File: config.mk
export PLATFORM = sky130hd
export DESIGN_NAME = narrow_bus_matcher
export DESIGN_NICKNAME = d
export VERILOG_FILES = /design/src/rtl/nbm_pkg.sv /design/src/rtl/nbm_cfg_latch.sv /design/src/rtl/nbm_piece_ctr.sv /design/src/rtl/nbm_lane_mux.sv /design/src/rtl/narrow_bus_matcher.sv
export SDC_FILE = /design/constraint.sdc
export NUM_CORES = 1
export LEC_CHECK = 0
export ABC_AREA = 1
export BUFFER_PORTS_ARGS = -buffer_cell sky130_fd_sc_hd__clkbuf_2
export CORE_MARGIN = 8
export CORE_UTILIZATION = 51
export CTS_CLUSTER_DIAMETER = 30
export CTS_CLUSTER_SIZE = 25
export DETAILED_ROUTE_END_ITERATION = 10
export GPL_TIMING_DRIVEN = 1
export HOLD_SLACK_MARGIN = 0.05
export PLACE_DENSITY = 0.94
export SYNTH_ARGS = -nofsm -noshare
export SYNTH_HDL_FRONTEND = slang
export SYNTH_SLANG_ARGS = --single-unit
File: constraint.sdc
create_clock -name clk -period 3.6 [get_ports clk]
set_input_delay 0.18 -clock clk [delete_from_list [all_inputs] [get_ports clk]]
set_output_delay 0.18 -clock clk [all_outputs]
set_load 0.05 [all_outputs]
File: src/rtl/nbm_pkg.sv
package nbm_pkg;

  // Physical lane that a logical piece position maps to.
  function automatic int lane_order(int pos, int count, logic msb_first);
    return msb_first ? (count - 1 - pos) : pos;
  endfunction

  // Number of narrow pieces per wide word for the chosen size.
  function automatic int piece_count(logic byte_mode, int wide_w, int word_w, int byte_w);
    return byte_mode ? (wide_w / byte_w) : (wide_w / word_w);
  endfunction

endpackage

File: src/rtl/nbm_cfg_latch.sv
module nbm_cfg_latch (
  input  logic clk,
  input  logic mrst_n,
  input  logic size_byte,
  input  logic msb_first,
  output logic byte_mode_q,
  output logic msb_first_q
);

  // Sampled on every edge of master reset, frozen afterwards.
  always_ff @(posedge clk) begin
    if (!mrst_n) begin
      byte_mode_q <= size_byte;
      msb_first_q <= msb_first;
    end
  end

  // configuration frozen once master reset is released
  assert_cfg_hold_R8: assert property (@(posedge clk) disable iff (!mrst_n)
    $past(mrst_n) |-> ($stable(byte_mode_q) && $stable(msb_first_q)));

endmodule

File: src/rtl/nbm_piece_ctr.sv
module nbm_piece_ctr #(
  parameter int WIDE_W = 36,
  parameter int WORD_W = 18,
  parameter int BYTE_W = 9,
  localparam int BYTE_PIECES = WIDE_W / BYTE_W,
  localparam int IDX_W = $clog2(BYTE_PIECES)
) (
  input  logic             clk,
  input  logic             clear,
  input  logic             rd_fire,
  input  logic             byte_mode,
  output logic [IDX_W-1:0] idx,
  output logic             last_piece
);

  logic [IDX_W-1:0] last_idx;

  always_comb begin
    last_idx   = IDX_W'(nbm_pkg::piece_count(byte_mode, WIDE_W, WORD_W, BYTE_W) - 1);
    last_piece = (idx == last_idx);
  end

  always_ff @(posedge clk) begin
    if (clear)
      idx <= '0;
    else if (rd_fire)
      idx <= last_piece ? '0 : idx + 1'b1;
  end

  // after the last piece is taken, the next word starts at its first piece
  assert_wrap_after_last_R7: assert property (@(posedge clk) disable iff (clear)
    (rd_fire && last_piece) |=> (idx == '0));

  // position holds without a read
  assert_idx_hold_R6: assert property (@(posedge clk) disable iff (clear)
    !rd_fire |=> $stable(idx));

endmodule

File: src/rtl/nbm_lane_mux.sv
module nbm_lane_mux #(
  parameter int WIDE_W = 36,
  parameter int WORD_W = 18,
  parameter int BYTE_W = 9,
  localparam int WORD_PIECES = WIDE_W / WORD_W,
  localparam int BYTE_PIECES = WIDE_W / BYTE_W,
  localparam int IDX_W = $clog2(BYTE_PIECES),
  localparam int WIDX_W = $clog2(WORD_PIECES)
) (
  input  logic [WIDE_W-1:0] wide,
  input  logic [IDX_W-1:0]  idx,
  input  logic              byte_mode,
  input  logic              msb_first,
  output logic [WORD_W-1:0] piece
);

  logic [BYTE_W-1:0] byte_lane [BYTE_PIECES];
  logic [WORD_W-1:0] word_lane [WORD_PIECES];
  logic [IDX_W-1:0]  eff_b;
  logic [WIDX_W-1:0] eff_w;

  for (genvar b = 0; b < BYTE_PIECES; b++) begin : g_byte
    assign byte_lane[b] = wide[b*BYTE_W +: BYTE_W];
  end

  for (genvar w = 0; w < WORD_PIECES; w++) begin : g_word
    assign word_lane[w] = wide[w*WORD_W +: WORD_W];
  end

  always_comb begin
    eff_b = IDX_W'(nbm_pkg::lane_order(int'(idx), BYTE_PIECES, msb_first));
    eff_w = WIDX_W'(nbm_pkg::lane_order(int'(idx), WORD_PIECES, msb_first));
    if (byte_mode)
      piece = {{(WORD_W-BYTE_W){1'b0}}, byte_lane[eff_b]};
    else
      piece = word_lane[eff_w];
  end

endmodule

File: src/rtl/narrow_bus_matcher.sv
module narrow_bus_matcher #(
  parameter int WIDE_W = 36,
  parameter int WORD_W = 18,
  parameter int BYTE_W = 9
) (
  input  logic              clk,
  input  logic              mrst_n,
  input  logic              prst_n,
  input  logic              size_byte,
  input  logic              msb_first,
  input  logic [WIDE_W-1:0] wide_data,
  input  logic              wide_valid,
  output logic              wide_pop,
  input  logic              rd_en,
  input  logic              cs_n,
  output logic [WORD_W-1:0] nar_data
);

  localparam int BYTE_PIECES = WIDE_W / BYTE_W;
  localparam int IDX_W = $clog2(BYTE_PIECES);

  // Named internal events
  logic             byte_mode_q;
  logic             msb_first_q;
  logic             clear;
  logic             rd_fire;
  logic             last_piece;
  logic [IDX_W-1:0] idx;
  logic [WORD_W-1:0] piece;
  logic [WORD_W-1:0] nar_q;

  assign clear    = !mrst_n || !prst_n;
  assign rd_fire  = rd_en && !cs_n && wide_valid && !clear;
  assign wide_pop = rd_fire && last_piece;
  assign nar_data = nar_q;

  nbm_cfg_latch u_cfg (
    .clk         (clk),
    .mrst_n      (mrst_n),
    .size_byte   (size_byte),
    .msb_first   (msb_first),
    .byte_mode_q (byte_mode_q),
    .msb_first_q (msb_first_q)
  );

  nbm_piece_ctr #(.WIDE_W(WIDE_W), .WORD_W(WORD_W), .BYTE_W(BYTE_W)) u_ctr (
    .clk        (clk),
    .clear      (clear),
    .rd_fire    (rd_fire),
    .byte_mode  (byte_mode_q),
    .idx        (idx),
    .last_piece (last_piece)
  );

  nbm_lane_mux #(.WIDE_W(WIDE_W), .WORD_W(WORD_W), .BYTE_W(BYTE_W)) u_mux (
    .wide      (wide_data),
    .idx       (idx),
    .byte_mode (byte_mode_q),
    .msb_first (msb_first_q),
    .piece     (piece)
  );

  always_ff @(posedge clk) begin
    if (clear)
      nar_q <= '0;
    else if (rd_fire)
      nar_q <= piece;
  end

  // output holds between reads
  assert_out_hold_R6: assert property (@(posedge clk) disable iff (clear)
    !rd_fire |=> $stable(nar_data));

  // upper bits of the narrow bus stay zero in byte mode
  assert_upper_zero_R5: assert property (@(posedge clk) disable iff (!mrst_n)
    byte_mode_q |-> (nar_data[WORD_W-1:BYTE_W] == '0));

  // partial reset empties the output and blocks the pop
  assert_prst_clear_R9: assert property (@(posedge clk) disable iff (!mrst_n)
    !prst_n |=> (nar_data == '0 && idx == '0));

  assert_prst_no_pop_R9: assert property (@(posedge clk) disable iff (!mrst_n)
    !prst_n |-> !wide_pop);

  // master reset empties the output and position
  assert_mrst_clear_R10: assert property (@(posedge clk)
    !mrst_n |=> (nar_data == '0 && idx == '0));

endmodule

==> results by group <==
STA
  • Sum of negative setup slack: 0 ns
  • Achievable frequency: 0.5019 GHz
  • Final hold violations: 0
  • Final setup vio count: 0
  • Min Tclk post-route: 1.992 ns
  • RSZ-0062 raised after global routing: false
  • Final period utilization: 55.34%
  • Worst Skew: 0.005370 ns
  • Slew headroom: 50.59%
  • Least-Margin Pin Slew: 0.7393 ns
  • Final Max Slew Viols: 0

Worst setup path
  • CP arrival: 1.81 ns
  • Crit. End Element: primary output
  • WP data required: 3.42 ns
  • Worst setup SP type: input pin
  • CP Class: in -> out
  • Worst-path fanout max: 20
  • Critical path's largest stage delay: 0.42 ns
  • Slowest cell on crit path: nand2_1
  • Most used cell, CP: clkbuf_2
  • Critical Path, Cell by Cell: clkbuf_2, nand2_1, nor2_2, nand3_1, a21oi_1, o21a_1, clkbuf_2

Clocking
  • Clock Sinks: 22
  • Hold_buf cts: 2
  • Root buffer cell: clkbuf_4
  • Clock Tree Buf Depth: 2
  • CTS buffer count: 3
  • CTS clk-pin slew, worst paths: 0.13 ns
  • Clk_lat worst skew: 0.32 ns
  • CTS tree: built
  • H-tree depth: 1
  • CTS resizes: 0
  • Postcts setup bufs: 0

Die
  • Initial Util: 54.25%
  • Core Footprint: 2781 sq um
  • Die area: 4955 sq um
  • I/O Pins: 63
  • Die H: 70.40 um
  • Row count: 19
  • Chip width: 70.40 um

Finish
  • Most common cell after layout, fill and taps aside: nand2_1
  • ANT cells: 0
  • Share of layout cells above drive strength 1: 33.58%
  • Design area: 1831 sq um
  • Commonest cells after routing, fill and taps aside: 66 x nand2_1, 62 x clkbuf_2, 54 x nand3_1, 20 x dfxtp_1, 19 x a21oi_1
  • Fin nets: 313
  • Fin util: 65.81%
  • Fillers: 245
  • Area added between synthesis and finish: 21.31%

Global routing
  • First-pass GRT wire length: 7.721 mm
  • Initial antenna violation count: 0
  • Total track usage: 18.13%
  • Vias in the first global route: 1,709
  • GR Overflow Total: 0
  • Largest net degree at the start of global routing: 29

Logic synthesis
  • Synth warn: 0
  • Syn_nets: 255
  • Cells after Synth: 211
  • Number of synthesized register bits: 22
  • Prevailing post-synth register cell: dfxtp_1
  • Post-synth EDFFs: 2
  • Async set-reset flop share out of synthesis: 0%
  • Synthesized area per cell: 7.151 sq um
  • Seq/Total Area, Yosys: 30.51%
  • Post-Syn Area: 1509 sq um
  • Distinct cells, synth: 24

Pwr
  • Cell-internal power: 381.4 uW
  • Comb power frac: 21.9%
  • PD cells: 295.3 nW/um^2
  • Clock network power share: 30.9%
  • Leakage: 0.0008818 uW
  • Max rail drop VDD: 263.0 uV
  • Switching pwr: 159.0 uW
  • Seq pwr share: 47.2%
  • Sw Ratio: 29.42%

Place
  • Hpwl dp: 3.288 mm
  • Buffers added on ports: 62
  • Post-DP Area: 1763 sq um
  • Placer congestion estimate: 0.8293

Routing
  • WL per Instance: 14.94 um
  • Vias post-DR: 1,676
  • Final WL: 4.466 mm
  • Drc violations: 0
  • Post-route ant nets: 0
  • Drt first pass iters: 4
  • DRT iter0 DRCs: 157
  • Post-DR vias/cell: 5.605

Hold path
  • Hold WC Path Type: in -> reg

Status
  • Run status: completed

Job
  • Max cap viols: 0
==> metal layers <==
| layer | share of wire [%] | vias up | track usage (%) |
|---|---|---|---|
| li1 | - | 838 | - |
| met3 | 11 | 12 | 6.638 |
| met2 | 47 | 93 | 29.88 |
| met4 | 1.9 | 0 | 6.920 |
| met5 | 0 | - | 0 |
| met1 | 40 | 733 | 20.69 |
==> critical path, delay by kind of cell <==
family / cells / cell delay, ns
AOI/OAI and AO/OA: 2 / 0.35
buffers and inverters: 2 / 0.38
and+or+nand+nor: 3 / 0.90
==> per-stage QoR <==
stage | hold WS [ns] | cells | worst slack (ns) | total power (uW)
final | 0.1146 | 299 | 1.608 | 540.5
after global routing | 0.1252 | 299 | 1.370 | 568.3
after CTS | 0.1078 | 299 | 1.613 | 541.2
after detailed placement | 0.3587 | 293 | 1.614 | 375.3
after global placement | 0.3578 | 293 | 1.737 | 372.5
after floorplan | 0.2789 | 211 | 2.297 | 341.2
==> logic make-up after synthesis <==
group	share of synthesized area, %
buffers and inverters	7.794
flip-flops	30.51
XOR/XNOR	2.156
AO/OA/AOI/OAI	12.35
AND/OR/NAND/NOR	47.18
==> power by group through the flow <==
stage | combinational [uW] | clock (uW) | sequential (uW)
finish | 118 | 167 | 255
global route | 132 | 180 | 256
CTS | 117 | 169 | 255
detailed placement | 115 | 0 | 260
global placement | 112 | 0 | 260
floorplan | 80.1 | 0 | 261
==> final timing paths <==
| check | startpoint | endpoint | slack, ns | depth (start not counted) |
|---|---|---|---|---|
| min | prst_n | u_ctr.idx[0]$_SDFFE_PP0P_ | 0.11 | 3 |
| max reg2reg | u_cfg.msb_first_q$_DFFE_PN_ | nar_data[3]$_SDFFE_PP0P_ | 1.74 | 6 |
| min reg2reg | nar_data[9]$_SDFFE_PP0P_ | nar_data[9]$_SDFFE_PP0P_ | 0.48 | 2 |
| max | mrst_n | wide_pop | 1.61 | 7 |
==> sequential cells by signal, summed over array words and instances (netlist names) <==
name and flops:
nar_data 18, u_ctr.idx 2, u_cfg.byte_mode_q 1, u_cfg.msb_first_q 1
==> synthesized netlist by cell type, types with 3 or more instances <==
master,count,area [sq um]
nand2_1,66,247.7
buf_6,6,67.56
nand2_4,3,33.78
a21boi_0,7,52.55
dfxtp_1,20,400.4
nand3_2,11,110.1
a21oi_1,19,95.09
nand3_1,54,270.3
inv_1,4,15.01
==> cell type report <==
| type | instances | area, sq um | share of cell area, % |
|---|---|---|---|
| tap | 31 | 38.79 | 2.119 |
| inverter | 6 | 22.52 | 1.230 |
| sequential | 22 | 460.4 | 25.15 |
| clock buffer | 4 | 47.55 | 2.597 |
| multi-input combinational | 172 | 930.9 | 50.85 |
| timing repair buffer | 64 | 330.3 | 18.05 |
No activity file was read; power rests on OpenSTA's default activity.
